===== config.mk =====
export PLATFORM = sky130hd
export DESIGN_NAME = irq_pend_unit
export DESIGN_NICKNAME = d
export VERILOG_FILES = /design/src/rtl/irq_pend_pkg.sv /design/src/rtl/ipm_timer_match.sv /design/src/rtl/ipm_pend_reg.sv /design/src/rtl/ipm_irq_gate.sv /design/src/rtl/irq_pend_unit.sv
export SDC_FILE = /design/constraint.sdc
export NUM_CORES = 1
export LEC_CHECK = 0
export ABC_AREA = 1
export BUFFER_PORTS_ARGS = -buffer_cell sky130_fd_sc_hd__buf_2
export CORE_ASPECT_RATIO = 0.8
export CORE_MARGIN = 2
export CORE_UTILIZATION = 45
export DETAILED_ROUTE_END_ITERATION = 6
export PLACE_DENSITY = 0.87
export SYNTH_ARGS = -nofsm -noshare
export SYNTH_HDL_FRONTEND = slang
export SYNTH_SLANG_ARGS = --single-unit

===== constraint.sdc =====
create_clock -name clk -period 2.5 [get_ports clk]
set_clock_uncertainty 0.15 [all_clocks]
set_input_delay 0.125 -clock clk [delete_from_list [all_inputs] [get_ports clk]]
set_output_delay 0.125 -clock clk [all_outputs]
set_load 0.02 [all_outputs]

===== src/rtl/irq_pend_pkg.sv =====
package irq_pend_pkg;
  typedef enum logic [1:0] {
    OP_IDLE   = 2'b00,
    OP_POST   = 2'b01,
    OP_CLEAR  = 2'b10,
    OP_CLRALL = 2'b11
  } pend_op_e;
endpackage


===== src/rtl/ipm_timer_match.sv =====
module ipm_timer_match #(
  parameter int CNTW = 32
) (
  input  logic [CNTW-1:0] count_in,
  input  logic [CNTW-1:0] compare_in,
  output logic            hit
);
  always_comb begin
    hit = (count_in == compare_in) && (count_in != '0);
  end
endmodule


===== src/rtl/ipm_pend_reg.sv =====
module ipm_pend_reg
  import irq_pend_pkg::*;
#(
  parameter int NLVL = 8,
  parameter int LVLW = 4,
  parameter int SELW = $clog2(NLVL)
) (
  input  logic            clk,
  input  logic            rst,
  input  logic            cmd_valid,
  input  logic [1:0]      cmd_op,
  input  logic [LVLW-1:0] cmd_level,
  input  logic            timer_hit,
  input  logic            compare_wr,
  input  logic [SELW-1:0] tsel,
  output logic [NLVL-1:0] pend_q,
  output logic            err_q
);
  pend_op_e         op;
  logic             level_ok;
  logic             do_post;
  logic             do_clear;
  logic             do_wipe;
  logic             bad_cmd;
  logic [NLVL-1:0]  set_v;
  logic [NLVL-1:0]  clr_v;
  logic [NLVL-1:0]  base_v;

  always_comb begin
    op       = pend_op_e'(cmd_op);
    level_ok = int'(cmd_level) < NLVL;
    do_post  = cmd_valid && (op == OP_POST) && level_ok;
    do_clear = cmd_valid && (op == OP_CLEAR) && level_ok;
    do_wipe  = cmd_valid && (op == OP_CLRALL);
    bad_cmd  = cmd_valid && ((op == OP_POST) || (op == OP_CLEAR)) && !level_ok;
    base_v   = do_wipe ? '0 : pend_q;
  end

  for (genvar i = 0; i < NLVL; i++) begin : g_bit
    assign set_v[i] = (do_post && (cmd_level == LVLW'(i))) ||
                      (timer_hit && (tsel == SELW'(i)));
    assign clr_v[i] = (do_clear && (cmd_level == LVLW'(i))) ||
                      (compare_wr && (tsel == SELW'(i)));
  end

  always_ff @(posedge clk) begin
    if (rst) begin
      pend_q <= '0;
      err_q  <= 1'b0;
    end else begin
      pend_q <= (base_v & ~clr_v) | set_v;
      err_q  <= bad_cmd;
    end
  end
endmodule


===== src/rtl/ipm_irq_gate.sv =====
module ipm_irq_gate #(
  parameter int NLVL = 8
) (
  input  logic            clk,
  input  logic            rst,
  input  logic [NLVL-1:0] pend_q,
  input  logic [NLVL-1:0] mask,
  input  logic            gie,
  input  logic            exl,
  input  logic            erl,
  output logic            irq_q
);
  logic allowed;
  logic masked_hit;

  always_comb begin
    allowed    = gie && !exl && !erl;
    masked_hit = |(pend_q & mask);
  end

  always_ff @(posedge clk) begin
    if (rst) irq_q <= 1'b0;
    else     irq_q <= allowed && masked_hit;
  end
endmodule


===== src/rtl/irq_pend_unit.sv =====
module irq_pend_unit #(
  parameter int NLVL = 8,
  parameter int LVLW = 4,
  parameter int SELW = $clog2(NLVL),
  parameter int CNTW = 32
) (
  input  logic            clk,
  input  logic            rst,
  input  logic            cmd_valid,
  input  logic [1:0]      cmd_op,
  input  logic [LVLW-1:0] cmd_level,
  input  logic [CNTW-1:0] count_in,
  input  logic [CNTW-1:0] compare_in,
  input  logic            compare_wr,
  input  logic [SELW-1:0] tsel,
  input  logic            gie,
  input  logic            exl,
  input  logic            erl,
  input  logic [NLVL-1:0] mask,
  output logic [NLVL-1:0] pend_out,
  output logic            any_pend,
  output logic            irq,
  output logic            cmd_err
);
  logic            timer_hit;
  logic [NLVL-1:0] pend_q;

  ipm_timer_match #(.CNTW(CNTW)) u_match (
    .count_in  (count_in),
    .compare_in(compare_in),
    .hit       (timer_hit)
  );

  ipm_pend_reg #(.NLVL(NLVL), .LVLW(LVLW), .SELW(SELW)) u_pend (
    .clk       (clk),
    .rst       (rst),
    .cmd_valid (cmd_valid),
    .cmd_op    (cmd_op),
    .cmd_level (cmd_level),
    .timer_hit (timer_hit),
    .compare_wr(compare_wr),
    .tsel      (tsel),
    .pend_q    (pend_q),
    .err_q     (cmd_err)
  );

  ipm_irq_gate #(.NLVL(NLVL)) u_gate (
    .clk   (clk),
    .rst   (rst),
    .pend_q(pend_q),
    .mask  (mask),
    .gie   (gie),
    .exl   (exl),
    .erl   (erl),
    .irq_q (irq)
  );

  assign pend_out = pend_q;
  assign any_pend = |pend_q;
endmodule


### After elaboration in Yosys (flattened, before gate mapping)

Index checks and enable logic that the tools add are counted.

| word-level totals | value |
|---|---|
| register bits | 10 |
| bits of input ports | 88 |
| output and inout bits | 11 |

| operators by class | value |
|---|---|
| order comparisons | 1 |
| equal/unequal tests | 18 |
| multiplexer cells | 1 |
| bitwise gates (word level) | 4 |
| reductions and logical operators | 68 |

Operators by type and width:

| cell | count |
|---|---|
| 1-bit logical AND | 43 |
| 32-bit equality test | 1 |
| 32-bit nonzero test | 1 |
| 1-bit logical OR | 17 |
| 8-bit bitwise AND | 2 |
| 4-bit by 3-bit equality test with 1-bit output, second input constant | 4 |
| 8-bit OR reduction | 2 |
| 3-bit equality test, second input constant | 4 |
| 4-bit by 2-bit equality test with 1-bit output, second input constant | 2 |
| 8-bit 2-to-1 mux | 1 |
| 8-bit NOT | 1 |
| 8-bit OR | 1 |
| 3-bit by 2-bit equality test with 1-bit output, second input constant | 2 |
| 2-bit equality test, second input constant | 2 |
| 4-bit by 1-bit equality test with 1-bit output, second input constant | 1 |
| 4-bit logical NOT | 1 |
| 4-bit < comparator, second input constant | 1 |
| 3-bit by 1-bit equality test with 1-bit output, second input constant | 1 |
| 1-bit logical NOT | 3 |
| 3-bit logical NOT | 1 |
| 2-bit by 1-bit equality test with 1-bit output, second input constant | 1 |

### Logic depth before layout (Yosys ltp)

Gate-level depths: netlist of run 1.

| logic depth | value |
|---|---|
| depth in word-level cells | 8 |
| gate-level depth with buffers | 10 |

### Cells and area by module

A second synthesis of run 1 with hierarchy kept.

| unflattened totals | value |
|---|---|
| cells, all modules | 306 |
| area, all modules | 1594.0 µm² |

Modules (own cells, without submodules):

| module | times used | cells an instance | area each (µm²) | seq. area each (µm²) |
|---|---|---|---|---|
| ipm_pend_reg | 1 | 116 | 779.5 | 180.2 |
| ipm_timer_match | 1 | 157 | 669.4 | 0.0 |
| ipm_irq_gate | 1 | 18 | 88.8 | 20.0 |
| irq_pend_unit | 1 | 15 | 56.3 | 0.0 |

### Worst setup path after synthesis of run 1

Ideal clock, no wire load.

| timing path | value |
|---|---|
| path type | reg-to-reg |
| start | reg u_pend.pend_q[7] |
| end | reg u_gate.irq_q |
| setup time | 0.128 ns |
| arrival | 0.871 ns |
| required time | 2.222 ns |
| setup slack | 1.351 ns |
| cell stages (with the launch flop) | 4 |
| buffers on the path | 0 |
| clock period less this slack | 1.149 ns |
| path through | dfxtp_1 > a22o_1 > a221oi_1 > a21oi_1 |

| between the ends | value |
|---|---|
| word-level cells in the longest chain between the ends | 3 |

RTL lines:

| element | line | source |
|---|---|---|
| start, declared | ipm_pend_reg.sv:16 | `output logic [NLVL-1:0] pend_q,` |
| start signal, assigned | ipm_pend_reg.sv:51 | `pend_q <= (base_v & ~clr_v) \| set_v;` |
| 8-bit bitwise AND | ipm_irq_gate.sv:18 | `masked_hit = \|(pend_q & mask);` |
| 8-bit OR reduction | ipm_irq_gate.sv:18 |  |
| 1-bit logical AND | ipm_irq_gate.sv:23 | `else irq_q <= allowed && masked_hit;` |
| end signal, assigned | ipm_irq_gate.sv:23 |  |
| end, declared | ipm_irq_gate.sv:11 | `output logic irq_q` |

No other way between the ends.
A chain may end at the register's enable or synchronous reset.

### Final worst setup path of run 1

| timing path | value |
|---|---|
| start | in cmd_valid |
| end | reg u_pend.pend_q[6] |

| between the ends | value |
|---|---|
| word-level cells in the longest chain between the ends | 7 |
| elaborated cells between the ends (all ways) | 13 |
| those cells by class | 1 x mux; 3 x bitwise; 9 x reduce/logical |

RTL lines:

| element | line | source |
|---|---|---|
| start, declared | irq_pend_unit.sv:9 | `input logic cmd_valid,` |
| 1-bit logical AND (2 in a row) | ipm_pend_reg.sv:33 | `do_clear = cmd_valid && (op == OP_CLEAR) && level_ok;` |
| 1-bit logical AND | ipm_pend_reg.sv:42 | `assign clr_v[i] = (do_clear && (cmd_level == LVLW'(i))) \|\|` |
| 1-bit logical OR | ipm_pend_reg.sv:42 |  |
| 8-bit NOT | ipm_pend_reg.sv:51 |  |
| 8-bit bitwise AND | ipm_pend_reg.sv:51 |  |
| 8-bit OR * | ipm_pend_reg.sv:51 |  |

Every way passes the cells marked *; elsewhere a longest branch is shown, timed or not.

==> impl_metrics.json, run 1 <==
{
  "path_buf_inv": 2,
  "dr.pass1.iters": 4,
  "critical_path_depth": 7,
  "grt_pass1_wl_mm": 6.60,
  "ys_top_cells_by_count": "nand2_1, inv_1, nor2_1",
  "postRouteAntennaNets": 0,
  "synth_fp_nets": 360,
  "drive_gt1_frac": 0.310,
  "ff2ff_path_depth": 3,
  "crit_type": "input port to flip-flop",
  "min_period_ns": 1.57,
  "core_sq_mm": 0.00304,
  "ios": 99,
  "ys_seq_area_frac": 0.142,
  "rsz0062_at_grt": "false",
  "path_clk_slew_ns": 0.05,
  "die_width_um": 66.6,
  "cts_sinks": 10,
  "crit_arrival_ns": 1.54,
  "async_flop_share": 0,
  "cp_data_required_time_ns": 2.47,
  "hold_buffers": 3,
  "htreeDepth": 1,
  "cpMaxStageDelayCell": "dlygate4sd3_1",
  "drt_iter0_drc": 68,
  "initial_core_util": 0.464,
  "grt_max_degree": 11,
  "p_leak_nw": 1.17,
  "yosysMostFrequentCell": "nand2_1",
  "setup_viol": 0,
  "fp.dieArea_sq_mm": 0.00360,
  "path_cells": "dlygate4sd3_1 > buf_2 > nand3_1 > nor2_1 > a21oi_1 > a31oi_1 > a21oi_1",
  "synth_warnings": 0,
  "synth_area_sq_mm": 0.00141,
  "grtUsageMet3": 0.0418,
  "gr-usage-met2": 0.440,
  "numCtsBuffers": 3,
  "layout.nets": 464,
  "post-cts-setup-buffer-count": 0,
  "synth.avg_cell_area_sq_um": 5.24,
  "wire_per_inst_um": 10.2,
  "netlist.area_leader.share": 0.192,
  "hold_viol_final": 0,
  "dp_hpwl_mm": 3.54,
  "ff_latch_area_sq_um": 200,
  "cts_tree": "done",
  "cpMostUsedCell": "a21oi_1",
  "synth_cells": 269,
  "yosysTopAreaCell": "nand2_1",
  "hp-class": "input port to flip-flop",
  "ys_types": 23,
  "stdcell_count": 411,
  "grt_pass1_vias": 1773,
  "status": "finished clean",
  "top_usage_layer": "met2",
  "synthTopCellsByArea": "nand2_1, dfxtp_1, inv_1",
  "slew_violations": 0,
  "vias": 1992,
  "multiInputGateArea_sq_mm": 0.00101,
  "via_per_inst": 4.85,
  "period_share": 0.627,
  "overflow": 0,
  "dieHeight_um": 54.1,
  "design_area_sq_mm": 0.00201,
  "critPathMaxFanout": 8,
  "track_usage": 0.236,
  "r2r-start": "u_pend.pend_q[1]",
  "synth-edff-count": 0,
  "crit_path_end_kind": "flip-flop",
  "antenna_found_initial": 0,
  "cts.repair.resized": 0,
  "root_buffer": "clkbuf_8",
  "power_density_mw_per_mm2": 268,
  "port-buffer-count": 98,
  "area_delta_synth_final_pct": 42.8,
  "clk_path_buf_depth": 2,
  "clk_latency_ns": 0.24,
  "hold_path_depth": 3,
  "synth_ff_type": "dfxtp_1",
  "worstMarginPinSlew_ns": 0.323,
  "use_met1": 0.273,
  "numPlacedInstances": 405,
  "fp-row-count": 18,
  "max_stage_delay_ns": 0.52,
  "slew_headroom": 0.784,
  "ir_drop_uv": 203,
  "max_freq_mhz": 638,
  "place_congestion": 1.01,
  "worstSetupStartpointType": "input port",
  "drv_cap": 0,
  "synth-seq-cells": 10,
  "fin_util": 0.662,
  "placedInstanceArea_sq_mm": 0.00194,
  "worstHoldStart": "cmd_level[3]",
  "antenna_cells": 0,
  "drt_wl_total_mm": 4.21,
  "nFillCells": 308,
  "drc": 0,
  "cp_top_family": "buffers and inverters",
  "tns_ns": 0,
  "cp-startpoint": "cmd_valid"
}
==> sequential cells by signal (all words and copies together) (netlist names) <==
signal and flops:
u_pend.err_q 1, u_gate.irq_q 1, u_pend.pend_q 8
==> path summary, 6_finish.rpt <==
kind | slack (ns) | to
min | 0.003 | u_pend.err_q
max reg2reg | 1.35 | u_gate.irq_q
max | 0.93 | u_pend.pend_q[6]
min reg2reg | 0.48 | u_pend.pend_q[3]
==> logic make-up (layout without fill, tap and decap cells) <==
| kind of cell | after synthesis | in the layout | synth area share |
|---|---|---|---|
| fa+ha+maj | 3 | 3 | 0.0266 |
| flops | 10 | 10 | 0.142 |
| buf+inv | 54 | 156 | 0.145 |
| xor+xnor | 13 | 13 | 0.0807 |
| compound gates | 30 | 30 | 0.124 |
| simple gates | 159 | 159 | 0.482 |
==> routing by layer <==
layer  up-vias  share of wire
met5         -              0
met4         0          0.011
met3         6          0.082
met2        86           0.47
met1       854           0.44
li1       1046              -
==> worst register-to-register path: cells and delay by family, from the launching register on <==
family         cells  cell delay (ns)
AO/OA/AOI/OAI      3             0.54
flip-flops         1             0.34
==> per-stage QoR <==
stage | setup slack (ns) | hold WS (ns) | total power [mW]
after floorplan | 1.35 | 0.0933 | 0.265
after global placement | 1.14 | 0.204 | 0.363
after detailed placement | 1.10 | 0.205 | 0.368
after CTS | 0.987 | 0.00247 | 0.541
after global routing | 0.816 | 0.0331 | 0.578
final | 0.932 | 0.00338 | 0.539
==> area by class of cell <==
cell class,instances,share of cell area
Clock buffer,3,0.0205
Inverter,52,0.0970
Multi-Input combinational cell,205,0.500
Sequential cell,10,0.0994
Tap cell,40,0.0249
Timing Repair Buffer,101,0.259
==> placed cells by master (no fill, tap or decap), types with 2 or more instances in the layout <==
master | synthesis | routed
a21oi_1 | 17 | 17
a221oi_1 | 2 | 2
a22o_1 | 2 | 2
a31oi_1 | 8 | 8
buf_2 | 1 | 98
clkbuf_8 | 0 | 3
dfxtp_1 | 10 | 10
dlygate4sd3_1 | 0 | 3
ha_1 | 3 | 3
inv_1 | 45 | 45
inv_2 | 7 | 7
nand2_1 | 72 | 72
nand3_1 | 28 | 28
nand4_1 | 4 | 4
nor2_1 | 43 | 43
nor2_2 | 3 | 3
nor2_4 | 2 | 2
nor3_1 | 2 | 2
nor4_1 | 2 | 2
xnor2_1 | 13 | 13
==> power by group <==
group | internal (mW) | total, mW | switching, mW
clock | 0.105 | 0.169 | 0.0634
combinational | 0.0997 | 0.208 | 0.109
sequential | 0.161 | 0.162 | 0.000671
Power figures use the tool's default switching activity.
==> run 2: changes to the inputs <==
--- a/config.mk
+++ b/config.mk
@@ -9,9 +9,9 @@
 export BUFFER_PORTS_ARGS = -buffer_cell sky130_fd_sc_hd__buf_2
 export CORE_ASPECT_RATIO = 0.8
 export CORE_MARGIN = 2
-export CORE_UTILIZATION = 45
+export CORE_UTILIZATION = 38
 export DETAILED_ROUTE_END_ITERATION = 6
-export PLACE_DENSITY = 0.87
+export PLACE_DENSITY = 0.78
 export SYNTH_ARGS = -nofsm -noshare
 export SYNTH_HDL_FRONTEND = slang
 export SYNTH_SLANG_ARGS = --single-unit
==> constraint.sdc (replaced) <==
create_clock -name clk -period 1.38 [get_ports clk]
set_clock_uncertainty 0.15 [all_clocks]
set_input_delay 0.069 -clock clk [delete_from_list [all_inputs] [get_ports clk]]
set_output_delay 0.069 -clock clk [all_outputs]
set_load 0.02 [all_outputs]
==> run 2 against run 1 <==
Compared with the run above: utilization shrank 6.2 points; critical endpoint is now any_pend; sequential power rose by 81%; critical path depth is 4 lower; wire length grew 4.8%; power rose by 86%; sequential share of layout area down 0.40 points; non-clock buffer count grew 7; global-route usage down 3.3 points; via count down 0.45%; register-to-register slack got worse by 1.2 ns.
==> impl_metrics.json, run 2 (synthesis results as in run 1) <==
{
  "status": "finished clean",
  "drt_wl_total_mm": 4.41,
  "drive_gt1_frac": 0.310,
  "fp.dieArea_sq_mm": 0.00422,
  "slew_headroom": 0.767,
  "power_report.internal_total_uw": 680,
  "grt_pass1_vias": 1744,
  "design_area_sq_mm": 0.00210,
  "switching_share": 0.320,
  "layout_commonest_cell": "buf_2",
  "p_clk_frac": 0.312,
  "antenna_cells": 0,
  "min_period_ns": 1.33,
  "clk_path_buf_depth": 2,
  "cp-startpoint": "u_pend.pend_q[1]",
  "grt_pass1_wl_mm": 6.91,
  "crit_path_end_kind": "output pin",
  "dr.pass1.iters": 4,
  "postRouteAntennaNets": 0,
  "antenna_found_initial": 0,
  "cts_tree": "done",
  "numCtsBuffers": 3,
  "core_sq_mm": 0.00349,
  "setup_viol": 0,
  "ios": 99,
  "port-buffer-count": 98,
  "hold_viol_final": 0,
  "r2r-end": "u_gate.irq_q",
  "p_leak_nw": 1.20,
  "fp-row-count": 19,
  "r2r_slack_ns": 0.20,
  "layout.nets": 471,
  "placedInstanceArea_sq_mm": 0.00194,
  "reg.largest.list": "u_pend.pend_q: 8 flops, u_gate.irq_q: 1 flops, u_pend.err_q: 1 flops",
  "r2r-start": "u_pend.pend_q[1]",
  "cts_sinks": 10,
  "drv_cap": 0,
  "die_width_um": 72.1,
  "clk_latency_ns": 0.24,
  "top_register": "u_pend.pend_q",
  "nFillCells": 356,
  "fin_util": 0.600,
  "track_usage": 0.203,
  "vias": 1983,
  "power_uw": 1000,
  "place_congestion": 0.909,
  "max_freq_mhz": 754,
  "pwr-share-comb": 0.395,
  "initial_core_util": 0.404,
  "grt_max_degree": 11,
  "largest_register_ffs": 8,
  "root_buffer": "clkbuf_8",
  "critPathMaxFanout": 4,
  "worstMarginPinSlew_ns": 0.349,
  "power_density_mw_per_mm2": 476,
  "crit_arrival_ns": 1.11,
  "tns_ns": 0,
  "cp_data_required_time_ns": 1.16,
  "crit_type": "flip-flop to output pin",
  "dieHeight_um": 58.5,
  "via_per_inst": 4.72,
  "worstSetupEndpoint": "any_pend",
  "slew_violations": 0,
  "period_share": 0.961,
  "drt_iter0_drc": 83,
  "rsz0062_at_grt": "false",
  "final_cell_mix": "buf_2, nand2_1, inv_1",
  "power_frac_seq": 0.293,
  "p_sw_uw": 320,
  "htreeDepth": 1,
  "ir_drop_uv": 397,
  "overflow": 0,
  "drc": 0,
  "area_delta_synth_final_pct": 48.8,
  "path_clk_slew_ns": 0.05,
  "worstSetupStartpointType": "flip-flop",
  "wire_per_inst_um": 10.5,
  "dp_hpwl_mm": 3.44,
  "ff2ff_path_depth": 3,
  "hp-class": "input port to flip-flop"
}
[run 2: cell count changes in the layout (fill, tap and decap cells not counted), sizes merged]
cell and change:
dlygate4sd3 +7
[run 2: area by class of cell]
type	count	area (sq um)	area share
Multi-Input combinational cell	205	1020	0.485
Timing Repair Buffer	108	591	0.281
Sequential cell	10	200	0.0954
Inverter	52	195	0.0930
Tap cell	42	52.6	0.0250
Clock buffer	3	41.3	0.0197
[run 2: per-layer routing]
| layer | part of all wire | wire length (um) | GRT usage |
|---|---|---|---|
| met5 | 0 | 0 | 0 |
| met4 | 0.019 | 85 | 0.0512 |
| met3 | 0.094 | 416 | 0.0394 |
| met2 | 0.46 | 2020 | 0.376 |
| met1 | 0.43 | 1890 | 0.241 |
[run 2: through the flow]
| stage | worst slack, ns | hold slack [ns] | instances |
|---|---|---|---|
| after floorplan | 0.231 | 0.0373 | 269 |
| after global routing | 0.00446 | 0.0159 | 420 |
| final | 0.0541 | 0.0104 | 420 |
| after global placement | 0.0475 | 0.154 | 407 |
| after detailed placement | 0.0308 | 0.157 | 407 |
| after CTS | 0.0134 | 0.00337 | 420 |
[run 2: power groups by stage]
| stage | Clock [mW] | Sequential, mW | Combinational [mW] |
|---|---|---|---|
| 6_report | 0.312 | 0.293 | 0.395 |
| 5_1_grt | 0.330 | 0.292 | 0.446 |
| 4_1_cts | 0.315 | 0.292 | 0.393 |
| 3_5_place_dp | 0 | 0.298 | 0.367 |
| 3_3_place_gp | 0 | 0.298 | 0.361 |
| 2_1_floorplan | 0 | 0.300 | 0.181 |
[run 2: repair_timing]
| action | in CTS | in global routing |
|---|---|---|
| hold buffers | 10 | 0 |
| gates resized for setup | 0 | 2 |
| hold endpoints to repair | 2 | 0 |
| setup buffers | 0 | 0 |
| setup endpoints to repair | 0 | 1 |
[run 2: worst min path at each step]
stage	cells past startpoint	from	end
floorplan	2	cmd_valid	u_pend.err_q
global placement	3	gie	u_gate.irq_q
detailed placement	3	gie	u_gate.irq_q
CTS	2	rst	u_pend.pend_q[7]
global route	2	rst	u_pend.pend_q[2]
finish	2	rst	u_pend.pend_q[7]
[run 2: critical path, cell delays in order (launching register included)]
cell	delay, ns
dfxtp_1	0.35
nor4_2	0.29
nand2_1	0.07
buf_2	0.16
==> run 3: changes to the inputs <==
--- a/config.mk
+++ b/config.mk
@@ -7,11 +7,12 @@
 export LEC_CHECK = 0
 export ABC_AREA = 1
 export BUFFER_PORTS_ARGS = -buffer_cell sky130_fd_sc_hd__buf_2
-export CORE_ASPECT_RATIO = 0.8
 export CORE_MARGIN = 2
 export CORE_UTILIZATION = 38
 export DETAILED_ROUTE_END_ITERATION = 6
 export PLACE_DENSITY = 0.78
+export SETUP_SLACK_MARGIN = 0.1
+export SLEW_MARGIN = 20
 export SYNTH_ARGS = -nofsm -noshare
 export SYNTH_HDL_FRONTEND = slang
 export SYNTH_SLANG_ARGS = --single-unit
==> run 3 against run 2 <==
Compared with the run above: sequential share of layout area grew 0.13 points; clock power is 4% lower; die area about the same; hold slack got worse by 0.0021 ns; combinational power is essentially flat; global-route usage rose by 1.0 points; register-to-register slack about the same; power fell by 1.0%; count of clock-buffer cells in the layout unchanged; design area is 1.8% higher; maximum frequency grew 4.1%.
==> impl_metrics.json, run 3 (synthesis results as in run 1) <==
{
  "fp.dieArea_sq_mm": 0.00421,
  "htreeDepth": 1,
  "path_clk_slew_ns": 0.05,
  "ir_drop_uv": 319,
  "wire_per_inst_um": 10.1,
  "fin_util": 0.592,
  "rsz0062_at_grt": "true",
  "fin_ws_ns": 0.106,
  "final_cell_mix": "buf_2, nand2_1, inv_1",
  "root_buffer": "clkbuf_8",
  "switching_share": 0.314,
  "drv_cap": 0,
  "place_congestion": 0.862,
  "die_width_um": 64.9,
  "drc": 0,
  "min_period_ns": 1.27,
  "antenna_found_initial": 0,
  "cts_tree": "done",
  "vias": 2004,
  "drive_gt1_frac": 0.325,
  "numCtsBuffers": 3,
  "p_sw_uw": 311,
  "antenna_cells": 0,
  "ios": 99,
  "area_delta_synth_final_pct": 51.5,
  "drt_iter0_drc": 74,
  "dieHeight_um": 64.9,
  "grt_pass1_vias": 1899,
  "layout_commonest_cell": "buf_2",
  "slew_headroom": 0.779,
  "fp-row-count": 22,
  "initial_core_util": 0.391,
  "postRouteAntennaNets": 0,
  "port-buffer-count": 98,
  "max_freq_mhz": 785,
  "hp-class": "input port to flip-flop",
  "p_leak_nw": 1.21,
  "design_area_sq_mm": 0.00214,
  "largest_register_ffs": 8,
  "worstMarginPinSlew_ns": 0.330,
  "drt_wl_total_mm": 4.32,
  "period_share": 0.923,
  "power_report.internal_total_uw": 679,
  "setup_viol": 0,
  "pwr-share-comb": 0.402,
  "crit_path_end_kind": "output pin",
  "power_density_mw_per_mm2": 463,
  "tns_ns": 0,
  "dr.pass1.iters": 4,
  "p_clk_frac": 0.304,
  "reg.largest.list": "u_pend.pend_q: 8 flops, u_gate.irq_q: 1 flops, u_pend.err_q: 1 flops",
  "layout.nets": 472,
  "dp_hpwl_mm": 3.41,
  "cts_sinks": 10,
  "worstSetupStartpointType": "flip-flop",
  "power_frac_seq": 0.294,
  "top_register": "u_pend.pend_q",
  "slew_violations": 0,
  "placedInstanceArea_sq_mm": 0.00195,
  "critPathMaxFanout": 4,
  "overflow": 0,
  "grt_max_degree": 11,
  "track_usage": 0.213,
  "crit_arrival_ns": 1.06,
  "clk_latency_ns": 0.23,
  "grt_pass1_wl_mm": 7.37,
  "crit_type": "flip-flop to output pin",
  "via_per_inst": 4.69,
  "dp_slack_ns": 0.0389,
  "clk_path_buf_depth": 2,
  "hold_viol_final": 0,
  "status": "finished clean",
  "core_sq_mm": 0.00361,
  "cp_data_required_time_ns": 1.16
}
[run 3: cell types whose count changed in the layout (fill, tap and decap cells not counted), sizes merged]
cell and change:
buf +1
[run 3: stage by stage]
stage / cells / total power, mW / hold WS [ns]
after global routing: 427 / 1.07 / 0.0182
after CTS: 427 / 0.991 / 0.00161
after detailed placement: 413 / 0.665 / 0.156
after floorplan: 269 / 0.481 / 0.0373
final: 427 / 0.989 / 0.00833
after global placement: 413 / 0.659 / 0.158
[run 3: routing by layer]
| metal | routed length, um | up-vias | share of wire | global-route usage |
|---|---|---|---|---|
| li1 | - | 1065 | - | - |
| met4 | 76 | 0 | 0.018 | 0.0505 |
| met2 | 2120 | 70 | 0.49 | 0.401 |
| met5 | 0 | - | 0 | 0 |
| met3 | 290 | 10 | 0.067 | 0.0330 |
| met1 | 1840 | 859 | 0.43 | 0.249 |
[run 3: worst paths after layout]
path / start / to / slack [ns] / cells after the start
worst max-delay path: u_pend.pend_q[6] / any_pend / 0.11 / 3
worst min-delay path: mask[5] / u_gate.irq_q / 0.008 / 3
worst max register to register: u_pend.pend_q[7] / u_gate.irq_q / 0.21 / 3
worst min register to register: u_pend.pend_q[6] / u_pend.pend_q[6] / 0.47 / 2
[run 3: critical path, cell delays in order (launching register included)]
cell,delay (ns)
dfxtp_2,0.34
nor4_2,0.25
nand2_1,0.09
buf_6,0.14
[run 3: final cells by class]
class	instances	area [sq um]
Clock buffer	3	41.3
Fill cell	387	1470
Inverter	52	195
Multi-Input combinational cell	205	1030
Sequential cell	10	206
Tap cell	48	60.1
Timing Repair Buffer	109	604
[run 3: repair_timing]
item                       4_1_cts  5_1_grt
hold endpoints to repair         7        0
gates cloned                     0        0
setup buffers                    1        0
pin swaps                        1        2
setup endpoints to repair        1        3
gates resized for setup          5        5
hold buffers                    10        0
[run 3: power groups by stage]
stage                     logic (mW)  clock network (mW)  registers (mW)
final                          0.398               0.301           0.291
after CTS                      0.394               0.306           0.291
after floorplan                0.181                   0           0.300
after detailed placement       0.367                   0           0.298
after global placement         0.361                   0           0.298
after global routing           0.457               0.327           0.290
